### src/rtl/sched_pkg.sv
package sched_pkg;
  localparam int SCHED_ENTRIES = 32;
  localparam int SCHED_BID_W   = 2;

  typedef struct packed {
    logic rt;
    logic rf;
    logic r0;
    logic r1;
  } inBits_t;

  typedef struct packed {
    logic [SCHED_BID_W-1:0] bid;
    inBits_t                bits;
  } decState_t;

  typedef struct packed {
    logic clrDec;
    logic clrAct;
  } ctrlStrobe_t;
endpackage

### src/rtl/sched_prienc.sv
module sched_prienc #(
  parameter int N     = 32,
  parameter int IDX_W = $clog2(N)
) (
  input  logic [N-1:0]     reqVec,
  output logic             anyReq,
  output logic [IDX_W-1:0] firstIdx
);
  always_comb begin
    firstIdx = '0;
    for (int k = N - 1; k >= 0; k--) begin
      if (reqVec[k]) firstIdx = IDX_W'(k);
    end
  end
  assign anyReq = |reqVec;
endmodule

### src/rtl/sched_entry.sv
module sched_entry
  import sched_pkg::*;
#(
  parameter int BID_W = SCHED_BID_W
) (
  input  logic             clk,
  input  logic             rst_n,
  input  ctrlStrobe_t      strobe,
  input  logic             decLoad,
  input  decState_t        decIn,
  input  logic             hitSide0,
  input  logic             hitSide1,
  input  logic [BID_W-1:0] evtBid,
  input  inBits_t          evtEn,
  input  logic             issueHit,
  output logic             rdy
);
  decState_t decQ;
  inBits_t   actQ, actNext;
  logic      inhQ, inhNext, rdyNext, bcastHit;

  assign bcastHit = (evtBid != '0) && (evtBid == decQ.bid);

  always_comb begin
    actNext.rt = actQ.rt | decQ.bits.rt | (evtEn.rt & (hitSide1 | bcastHit));
    actNext.rf = actQ.rf | decQ.bits.rf | (evtEn.rf & (hitSide0 | bcastHit));
    actNext.r0 = actQ.r0 | decQ.bits.r0 | (evtEn.r0 & (hitSide0 | bcastHit));
    actNext.r1 = actQ.r1 | decQ.bits.r1 | (evtEn.r1 & (hitSide1 | bcastHit));
    inhNext    = inhQ | issueHit;
    rdyNext    = actNext.rt & actNext.rf & actNext.r0 & actNext.r1 & ~inhNext;
  end

  always_ff @(posedge clk or negedge rst_n) begin
    if (!rst_n) begin
      decQ <= '0;
    end else if (strobe.clrDec) begin
      decQ <= '0;
    end else if (decLoad) begin
      decQ <= decIn;
    end
  end

  always_ff @(posedge clk or negedge rst_n) begin
    if (!rst_n) begin
      actQ <= '0;
      inhQ <= 1'b0;
      rdy  <= 1'b0;
    end else if (strobe.clrAct) begin
      actQ <= '0;
      inhQ <= 1'b0;
      rdy  <= 1'b0;
    end else begin
      actQ <= actNext;
      inhQ <= inhNext;
      rdy  <= rdyNext;
    end
  end
endmodule

### src/rtl/sched_datapath.sv
module sched_datapath
  import sched_pkg::*;
#(
  parameter int N     = SCHED_ENTRIES,
  parameter int BID_W = SCHED_BID_W,
  localparam int IDX_W = $clog2(N),
  localparam int EVT_W = IDX_W + 1
) (
  input  logic             clk,
  input  logic             rst_n,
  input  ctrlStrobe_t      strobe,
  input  logic             decWrEn,
  input  logic [IDX_W-1:0] decWrIdx,
  input  decState_t        decIn,
  input  logic             tgt0Valid,
  input  logic [EVT_W-1:0] tgt0,
  input  logic             tgt1Valid,
  input  logic [EVT_W-1:0] tgt1,
  input  logic [BID_W-1:0] evtBid,
  input  inBits_t          evtEn,
  input  logic             issueValid,
  input  logic [IDX_W-1:0] issueIdx,
  output logic [N-1:0]     rdyVec
);
  for (genvar i = 0; i < N; i++) begin : gEntry
    localparam logic [IDX_W-1:0] SLOT = IDX_W'(i);
    logic hitSide0, hitSide1, decLoad, issueHit;

    assign hitSide0 = (tgt0Valid && tgt0 == {1'b0, SLOT})
                    | (tgt1Valid && tgt1 == {1'b0, SLOT});
    assign hitSide1 = (tgt0Valid && tgt0 == {1'b1, SLOT})
                    | (tgt1Valid && tgt1 == {1'b1, SLOT});
    assign decLoad  = decWrEn && (decWrIdx == SLOT);
    assign issueHit = issueValid && (issueIdx == SLOT);

    sched_entry #(.BID_W(BID_W)) u_entry (
      .clk      (clk),
      .rst_n    (rst_n),
      .strobe   (strobe),
      .decLoad  (decLoad),
      .decIn    (decIn),
      .hitSide0 (hitSide0),
      .hitSide1 (hitSide1),
      .evtBid   (evtBid),
      .evtEn    (evtEn),
      .issueHit (issueHit),
      .rdy      (rdyVec[i])
    );
  end
endmodule

### src/rtl/sched_ctrl.sv
module sched_ctrl
  import sched_pkg::*;
#(
  parameter int N = SCHED_ENTRIES,
  localparam int IDX_W = $clog2(N)
) (
  input  logic             blockReset,
  input  logic             blockRefresh,
  input  logic [N-1:0]     rdyVec,
  output ctrlStrobe_t      strobe,
  output logic             issueValid,
  output logic [IDX_W-1:0] issueIdx
);
  always_comb begin
    strobe.clrDec = blockReset;
    strobe.clrAct = blockReset | blockRefresh;
  end

  sched_prienc #(.N(N), .IDX_W(IDX_W)) u_pick (
    .reqVec   (rdyVec),
    .anyReq   (issueValid),
    .firstIdx (issueIdx)
  );
endmodule

### src/rtl/dflow_sched.sv
module dflow_sched
  import sched_pkg::*;
#(
  parameter int N     = SCHED_ENTRIES,
  parameter int BID_W = SCHED_BID_W,
  localparam int IDX_W = $clog2(N),
  localparam int EVT_W = IDX_W + 1
) (
  input  logic             clk,
  input  logic             rst_n,
  input  logic             blockReset,
  input  logic             blockRefresh,
  input  logic             decWrEn,
  input  logic [IDX_W-1:0] decWrIdx,
  input  logic [BID_W-1:0] decBid,
  input  logic             decRt,
  input  logic             decRf,
  input  logic             decR0,
  input  logic             decR1,
  input  logic             tgt0Valid,
  input  logic [EVT_W-1:0] tgt0,
  input  logic             tgt1Valid,
  input  logic [EVT_W-1:0] tgt1,
  input  logic [BID_W-1:0] evtBid,
  input  logic             enRt,
  input  logic             enRf,
  input  logic             enR0,
  input  logic             enR1,
  output logic             issueValid,
  output logic [IDX_W-1:0] issueIdx
);
  ctrlStrobe_t strobe;
  decState_t   decIn;
  inBits_t     evtEn;
  logic [N-1:0] rdyVec;

  assign decIn = '{bid: decBid, bits: '{rt: decRt, rf: decRf, r0: decR0, r1: decR1}};
  assign evtEn = '{rt: enRt, rf: enRf, r0: enR0, r1: enR1};

  sched_ctrl #(.N(N)) u_ctrl (
    .blockReset   (blockReset),
    .blockRefresh (blockRefresh),
    .rdyVec       (rdyVec),
    .strobe       (strobe),
    .issueValid   (issueValid),
    .issueIdx     (issueIdx)
  );

  sched_datapath #(.N(N), .BID_W(BID_W)) u_dp (
    .clk        (clk),
    .rst_n      (rst_n),
    .strobe     (strobe),
    .decWrEn    (decWrEn),
    .decWrIdx   (decWrIdx),
    .decIn      (decIn),
    .tgt0Valid  (tgt0Valid),
    .tgt0       (tgt0),
    .tgt1Valid  (tgt1Valid),
    .tgt1       (tgt1),
    .evtBid     (evtBid),
    .evtEn      (evtEn),
    .issueValid (issueValid),
    .issueIdx   (issueIdx),
    .rdyVec     (rdyVec)
  );
endmodule

### config.mk
export PLATFORM = sky130hd
export DESIGN_NAME = dflow_sched
export DESIGN_NICKNAME = d
export VERILOG_FILES = /design/src/rtl/sched_pkg.sv /design/src/rtl/sched_prienc.sv /design/src/rtl/sched_entry.sv /design/src/rtl/sched_datapath.sv /design/src/rtl/sched_ctrl.sv /design/src/rtl/dflow_sched.sv
export SDC_FILE = /design/constraint.sdc
export NUM_CORES = 1
export LEC_CHECK = 0
export BUFFER_PORTS_ARGS = -buffer_cell sky130_fd_sc_hd__buf_2
export CAP_MARGIN = 5
export CORE_AREA = 2 2 171 173
export DETAILED_ROUTE_END_ITERATION = 8
export DIE_AREA = 0 0 173 175
export MAX_ROUTING_LAYER = met4
export PLACE_DENSITY = 0.89
export RECOVER_POWER = 25
export SKIP_LAST_GASP = 1
export SLEW_MARGIN = 0
export SYNTH_ARGS = -nofsm -noshare
export SYNTH_HDL_FRONTEND = slang
export SYNTH_SLANG_ARGS = --single-unit
### constraint.sdc
create_clock -name clk -period 2.35 [get_ports clk]
set_input_delay 0.3525 -clock clk [delete_from_list [all_inputs] [get_ports clk]]
set_output_delay 0.3525 -clock clk [all_outputs]
set_load 0.02 [all_outputs]
==> impl_metrics.env, run 1 <==
export IMPL_die_w_um=173
export IMPL_die_area_um2=30280
export IMPL_setup_viol=10
export IMPL_track_usage_pct=40.41
export IMPL_finalWorstSetupSlack_ps=-286.4
export IMPL_grt_start_max_net_pins=191
export IMPL_initial_core_util_pct=62.49
export IMPL_required_ps=2000
export IMPL_place_ws_ps=-36.85
export IMPL_fmax_mhz=379.3
export IMPL_portBuffers=41
export IMPL_syn_area_um2=17740
export IMPL_yosysTopAreaCellShare_pct=54.16
export IMPL_grt_pass1_vias=16427
export IMPL_synth_seq_cells=384
export IMPL_cts_root_buffer="clkbuf_16"
export IMPL_slew_violations=63
export IMPL_critPathBufInv=2
export IMPL_cts_made_buffers=41
export IMPL_grt_antenna_before_repair=1
export IMPL_p_leak_uw=0.009739
export IMPL_arrival_ps=2280
export IMPL_htreeDepth=2
export IMPL_cp_slowest_cell="or4_4"
export IMPL_post_route_period_util_pct=112.2
export IMPL_layout_nets=1918
export IMPL_drc_errors=0
export IMPL_cp_top_family="simple AND/OR/NAND/NOR gates"
export IMPL_gr_total_overflow=0
export IMPL_path_clk_slew_ps=60
export IMPL_area_growth_syn_to_layout_pct=19.84
export IMPL_ir_drop_mv=0.4817
export IMPL_synth_distinct_cells=59
export IMPL_worstPathCellList="or4_4, or3_4, buf_6, a21oi_4, buf_6"
export IMPL_via_per_inst=7.002
export IMPL_routabilityCongestion=0.9696
export IMPL_min_delay_path_class="input port to flip-flop"
export IMPL_vias=16090
export IMPL_yosys_area_top_type="dfrtp_1"
export IMPL_io_pin_count=42
export IMPL_die_h_um=175
export IMPL_yosysSeqAreaShare_pct=54.16
export IMPL_core_rowCount=62
export IMPL_fin_crit_ps=2636
export IMPL_yosysWarnings=0
export IMPL_drt_wl_total_mm=59.42
export IMPL_ant_nets=0
export IMPL_status="finished, violations left"
export IMPL_path_common_cell="buf_6"
export IMPL_synth_edf_count=0
export IMPL_tritoncts="done"
export IMPL_fin_worst_skew_ps=23.42
export IMPL_final_layout_size_suffix_gt1_share_pct=18.77
export IMPL_p_per_area_nw_per_um2=664.9
export IMPL_synthCells=1728
export IMPL_syn_area_per_cell_um2=10.27
export IMPL_crit_path_max_incr_delay_ps=540
export IMPL_max_slew_margin_rel_pct=-20.94
export IMPL_hold_viol=0
export IMPL_worstPathMaxFanout=3
export IMPL_grt_pass1_wl_mm=91.89
export IMPL_end_kind="primary output"
export IMPL_core_um2=28390
export IMPL_clock_sinks=384
export IMPL_final_core_util_pct=74.89
export IMPL_synth_nets=1764
export IMPL_drv_cap=1
export IMPL_critPathKind="flip-flop to primary output"
export IMPL_grt_setup_unrepaired="yes"
export IMPL_max_slew_worst_pin_slew_ps=1814
export IMPL_clk_latency_ps=550
export IMPL_dp_hpwl_mm=37.24
export IMPL_dr_pass1_iters=6
export IMPL_drtIter0Drc=2465
export IMPL_synthTopCellsByArea="dfrtp_1 (54%), mux2i_1 (8.1%), nor2_1 (7.4%), a211oi_1 (4.8%), clkbuf_1 (2.3%)"
export IMPL_async_reset_ff_share_pct=100.0
export IMPL_start_kind="flip-flop"
export IMPL_clock_path_buffers=3
export IMPL_wl_per_cell_um=25.86
export IMPL_synthFlopType="dfrtp_1"
export IMPL_violations="capacitance limit, slew limit, setup timing"
what timing repair did:
action / CTS / global route
resized for setup: 36 / 39
endpoints found under the hold margin: 57 / 0
endpoints found under the setup margin: 7 / 26
hold buffers: 2 / 0
pin swaps: 10 / 16
buffers inserted: 8 / 10
area by class of cell:
type	instances	area, µm²
Sequential cell	384	9618
Clock buffer	62	1247
Timing Repair Buffer	230	1877
Antenna cell	1	2.502
Multi-Input combinational cell	1202	7856
Tap cell	384	480.5
Fill cell	1715	7128
Clock inverter	12	93.84
Inverter	23	88.84
per-stage QoR:
stage               std cells  hold slack, ps  total power, µW  area (µm²)  TNS (ps)
floorplan                1728           56.91             7223       17740         0
global placement         2205           350.8             7737       19500    -129.3
detailed placement       2205           347.0             7765       19500    -85.12
CTS                      2287           304.7            14110       21040    -877.3
global route             2297           340.2            14470       21260     -4962
finish                   2298           344.5            14140       21260     -1046
state kept, by name, indices dropped and copies added, names as in the netlist:
| signal | count |
|---|---|
| u_dp.gEntry.u_entry.rdy | 32 |
| u_dp.gEntry.u_entry.inhQ | 32 |
| u_dp.gEntry.u_entry.actQ | 128 |
| u_dp.gEntry.u_entry.decQ | 192 |
power by group:
part	switching, µW	internal (µW)
registers	23.1	6650
clock network	2670	3780
logic	739	287
total	3430	10700
cell usage after synthesis, types with 11 or more instances:
| master | number |
|---|---|
| a211oi_1 | 113 |
| a21oi_1 | 73 |
| a221o_1 | 18 |
| a32o_1 | 11 |
| a32oi_1 | 22 |
| and3_1 | 18 |
| and4b_1 | 18 |
| clkbuf_1 | 109 |
| dfrtp_1 | 384 |
| inv_1 | 22 |
| mux2i_1 | 144 |
| nand2_1 | 88 |
| nand2b_1 | 13 |
| nand3_1 | 70 |
| nor2_1 | 351 |
| nor2b_1 | 44 |
| nor3_1 | 13 |
| nor4b_1 | 14 |
| o211ai_1 | 11 |
| o221ai_1 | 44 |
| o2bb2ai_1 | 14 |
| xnor2_1 | 32 |
cells in the final DEF, fill, tap and decap left out, types with 22 or more instances in the layout:
master / instances
nand2_1: 86
mux2i_1: 144
o221ai_1: 44
a211oi_1: 113
nor2b_1: 43
a32oi_1: 22
inv_1: 22
a21oi_1: 69
dfrtp_1: 377
buf_4: 165
buf_2: 33
clkbuf_16: 43
xnor2_1: 32
nor2_1: 350
nand3_1: 67
layer usage:
layer  up-vias  routed length (µm)  track usage [%]
met5         -                   0                -
met4         0                5090            29.17
met3       417                7145            9.769
met2      1348               26540            60.10
met1      7789               20640            48.48
li1       6536                   -                -
worst reg2reg max path: stages, from the launching register on:
cell      delay, ps
dfrtp_2         440
or4_4           580
and4b_1         320
buf_4           140
nand2_1          60
nor2_1          300
o211ai_1        230
and3_1          230
final timing paths:
check | from | to | slack [ps] | cells after the start
max | u_dp.gEntry[15].u_entry.rdy | issueIdx[4] | -290 | 5
min | enR1 | u_dp.gEntry[1].u_entry.actQ[0] | 340 | 3
max reg2reg | u_dp.gEntry[3].u_entry.rdy | u_dp.gEntry[26].u_entry.rdy | -60 | 7
min reg2reg | u_dp.gEntry[3].u_entry.actQ[2] | u_dp.gEntry[3].u_entry.actQ[2] | 490 | 2
max in group asynchronous | rst_n | u_dp.gEntry[13].u_entry.rdy | 190 | 3
min in group asynchronous | rst_n | u_dp.gEntry[6].u_entry.rdy | 830 | 2
cell families (layout without fill, tap and decap cells):
group,Yosys count,count (layout),share of synthesized area (%)
DFF,384,384,54.16
AOI/OAI and AO/OA,346,346,14.76
xor gates and xnor gates,32,32,1.580
muxes,144,144,8.124
other,0,1,0
and+or+nand+nor,680,680,18.23
buffers and inverters,142,327,3.152
No activity file was read; power rests on OpenSTA's default activity.
==> inputs of run 2 (changes only) <==
--- a/config.mk
+++ b/config.mk
@@ -5,14 +5,16 @@
 export SDC_FILE = /design/constraint.sdc
 export NUM_CORES = 1
 export LEC_CHECK = 0
+export ABC_AREA = 1
 export BUFFER_PORTS_ARGS = -buffer_cell sky130_fd_sc_hd__buf_2
 export CAP_MARGIN = 5
 export CORE_AREA = 2 2 171 173
+export CTS_CLUSTER_DIAMETER = 60
 export DETAILED_ROUTE_END_ITERATION = 8
 export DIE_AREA = 0 0 173 175
 export MAX_ROUTING_LAYER = met4
-export PLACE_DENSITY = 0.89
-export RECOVER_POWER = 25
+export PLACE_DENSITY = 0.88
+export RECOVER_POWER = 100
 export SKIP_LAST_GASP = 1
 export SLEW_MARGIN = 0
 export SYNTH_ARGS = -nofsm -noshare
==> impl_metrics.env, run 2 <==
export IMPL_status="finished, violations left"
export IMPL_violations="capacitance limit, slew limit, setup timing"
export IMPL_die_h_um=175
export IMPL_final_common_cell="dfrtp_1"
export IMPL_nFillCells=2002
export IMPL_hold_start="decBid[0]"
export IMPL_yosysTopAreaCellShare_pct=54.53
export IMPL_arrival_ps=2780
export IMPL_synth_nets=2113
export IMPL_critPathBufInv=3
export IMPL_clk_latency_ps=540
export IMPL_grt_start_max_net_pins=67
export IMPL_post_route_period_util_pct=133.5
export IMPL_worstReg2RegStart="u_dp.gEntry[30].u_entry.rdy"
export IMPL_final_layout_size_suffix_gt1_share_pct=12.73
export IMPL_end_kind="primary output"
export IMPL_fmax_mhz=318.9
export IMPL_p_leak_uw=0.01002
export IMPL_r2r_setup_slack_ps=-490
export IMPL_tritoncts="done"
export IMPL_grt_pass1_vias=16533
export IMPL_cp_slowest_cell="dfrtp_1"
export IMPL_drc_errors=0
export IMPL_core_um2=28390
export IMPL_layout_nets=2248
export IMPL_grt_setup_unrepaired="yes"
export IMPL_synth_seq_cells=384
export IMPL_portBuffers=41
export IMPL_dp_hpwl_mm=37.59
export IMPL_path_clk_slew_ps=60
export IMPL_die_area_um2=30280
export IMPL_seq_area_um2=9610
export IMPL_r2r_end="u_dp.gEntry[31].u_entry.inhQ"
export IMPL_final_cells=2624
export IMPL_ant_nets=0
export IMPL_synth_fa_ha_area_share_pct=0
export IMPL_synth_simple_area_share_pct=19.14
export IMPL_yosysSeqAreaShare_pct=54.53
export IMPL_synthFlopType="dfrtp_1"
export IMPL_synth_top_family_by_area="simple AND/OR/NAND/NOR gates"
export IMPL_multi_input_area_um2=6809
export IMPL_power_uw=15360
export IMPL_slew_violations=60
export IMPL_syn_area_um2=17620
export IMPL_clock_path_buffers=3
export IMPL_htreeDepth=2
export IMPL_required_ps=2000
export IMPL_muxShareOfSynthArea_pct=0
export IMPL_min_delay_path_class="input port to flip-flop"
export IMPL_place_ws_ps=-228.0
export IMPL_top_register="u_dp.gEntry.u_entry.decQ"
export IMPL_initial_core_util_pct=62.07
export IMPL_path_common_cell="nand2_1"
export IMPL_clock_sinks=384
export IMPL_drtIter0Drc=2178
export IMPL_cts_root_buffer="clkbuf_16"
export IMPL_dr_pass1_iters=9
export IMPL_hold_depth=5
export IMPL_io_pin_count=42
export IMPL_worstPathMaxFanout=2
export IMPL_start_kind="flip-flop"
export IMPL_die_w_um=173
export IMPL_fin_crit_ps=3136
export IMPL_yosysWarnings=0
export IMPL_vias=16791
export IMPL_grt_antenna_before_repair=3
export IMPL_crit_path_max_incr_delay_ps=400
export IMPL_reg_largest_list="u_dp.gEntry.u_entry.decQ (192), u_dp.gEntry.u_entry.actQ (128)"
export IMPL_synthTopCellsByArea="dfrtp_1 (55%), nand2_1 (7.8%), inv_1 (6.6%), o21ai_0 (5.8%), nor2_1 (4.9%)"
export IMPL_critPathKind="flip-flop to primary output"
export IMPL_routabilityCongestion=0.9923
export IMPL_synth_common_cells="dfrtp_1 (384), nand2_1 (366), inv_1 (311)"
export IMPL_drt_wl_total_mm=57.82
export IMPL_max_slew_worst_pin_slew_ps=1689
export IMPL_via_per_inst=6.399
export IMPL_max_slew_margin_rel_pct=-12.58
export IMPL_grt_pass1_wl_mm=89.01
export IMPL_final_core_util_pct=73.08
export IMPL_gr_total_overflow=0
export IMPL_synth_xor_area_share_pct=0.1988
export IMPL_hold_viol=0
export IMPL_yosys_area_top_type="dfrtp_1"
export IMPL_largest_reg_flops=192
export IMPL_place_inst=2547
export IMPL_synth_edf_count=0
export IMPL_track_usage_pct=39.03
export IMPL_finalWorstSetupSlack_ps=-786.2
export IMPL_wl_per_cell_um=22.04
export IMPL_reg2regPathDepth=37
export IMPL_syn_area_per_cell_um2=8.484
export IMPL_p_per_area_nw_per_um2=740.2
export IMPL_area_growth_syn_to_layout_pct=17.74
export IMPL_cts_made_buffers=39
export IMPL_drv_cap=1
export IMPL_synth_most_common_cell="dfrtp_1"
export IMPL_fin_worst_skew_ps=11.28
export IMPL_ir_drop_mv=0.8271
export IMPL_synthCells=2077
export IMPL_cp_top_family="simple AND/OR/NAND/NOR gates"
export IMPL_core_rowCount=62
export IMPL_setup_viol=89
export IMPL_worstHoldEndpoint="u_dp.gEntry[23].u_entry.decQ[4]"
export IMPL_synth_distinct_cells=41
export IMPL_synth_compound_area_share_pct=17.54
export IMPL_async_reset_ff_share_pct=100.0
export IMPL_final_cell_mix="dfrtp_1 (383), nand2_1 (364), inv_1 (310)"
run 2: changes by cell type after synthesis, moves of 28 or more:
cell      previous run  this run
o221ai_1            44         4
a211oi_1           113        70
inv_1               22       311
a221oi_1             1        35
nor2_1             351       230
nand2_1             88       366
nor2b_1             44         0
xnor2_1             32         4
nand3_1             70       105
o21ai_0              7       204
a21oi_1             73        38
mux2i_1            144         0
a31oi_1              9        50
clkbuf_1           109        66
run 2: logic make-up (layout without fill, tap and decap cells):
family	count (synthesis)	after routing
AND/OR/NAND/NOR	794	794
AO/OA/AOI/OAI	494	494
buffers and inverters	401	562
flip-flops	384	384
XOR/XNOR	4	4
other	0	2
run 2: area by class of cell:
class / instances / area share [%]
Antenna cell: 2 / 0.02412
Clock buffer: 56 / 5.602
Clock inverter: 11 / 0.3377
Inverter: 318 / 5.771
Multi-Input combinational cell: 1292 / 32.82
Sequential cell: 384 / 46.32
Tap cell: 384 / 2.316
Timing Repair Buffer: 177 / 6.814
run 2: worst min-delay path: cells and delay by family:
kind                   cells  cell delay (ps)
and+or+nand+nor            2              120
AOI/OAI and AO/OA          1               60
buffers and inverters      2              200
run 2: metal layers:
layer / track usage [%] / part of all wire [%] / vias up
met3: 8.943 / 13 / 318
met2: 59.98 / 46 / 1250
met5: - / 0 / -
met4: 20.34 / 6.3 / 0
li1: - / - / 7200
met1: 48.78 / 35 / 8023
run 2: power by group:
part	switching (µW)	leakage [µW]	internal (µW)	total, µW
logic	1470	0.00423	708	2180
clock network	2610	0.000617	3440	6060
registers	171	0.00516	6950	7130
total	4250	0.0100	11100	15400
run 2: worst max-delay path by stage:
stage                                 from                      endpoint  depth (start not counted)
2_1_floorplan  u_dp.gEntry[30].u_entry.rdy                   issueIdx[0]                         33
3_3_place_gp   u_dp.gEntry[30].u_entry.rdy                   issueIdx[0]                         34
3_5_place_dp   u_dp.gEntry[30].u_entry.rdy  u_dp.gEntry[17].u_entry.inhQ                         36
4_1_cts        u_dp.gEntry[30].u_entry.rdy                   issueIdx[0]                         34
5_1_grt        u_dp.gEntry[30].u_entry.rdy                   issueIdx[0]                         34
6_report       u_dp.gEntry[30].u_entry.rdy                   issueIdx[0]                         34
run 2: timing repair:
item / in CTS / in global routing
endpoints found under the hold margin: 52 / 0
setup buffers: 3 / 6
endpoints found under the setup margin: 68 / 68
gates resized for setup: 26 / 38
hold buffers: 1 / 0
pin swaps: 6 / 9
run 2: stage by stage:
step / hold slack (ps) / area (µm²) / setup TNS (ps)
finish: 253.6 / 20750 / -25150
CTS: 252.0 / 20680 / -17300
detailed placement: 346.9 / 19320 / -8959
global route: 293.8 / 20750 / -73150
global placement: 341.7 / 19320 / -6247
floorplan: 56.91 / 17620 / 0
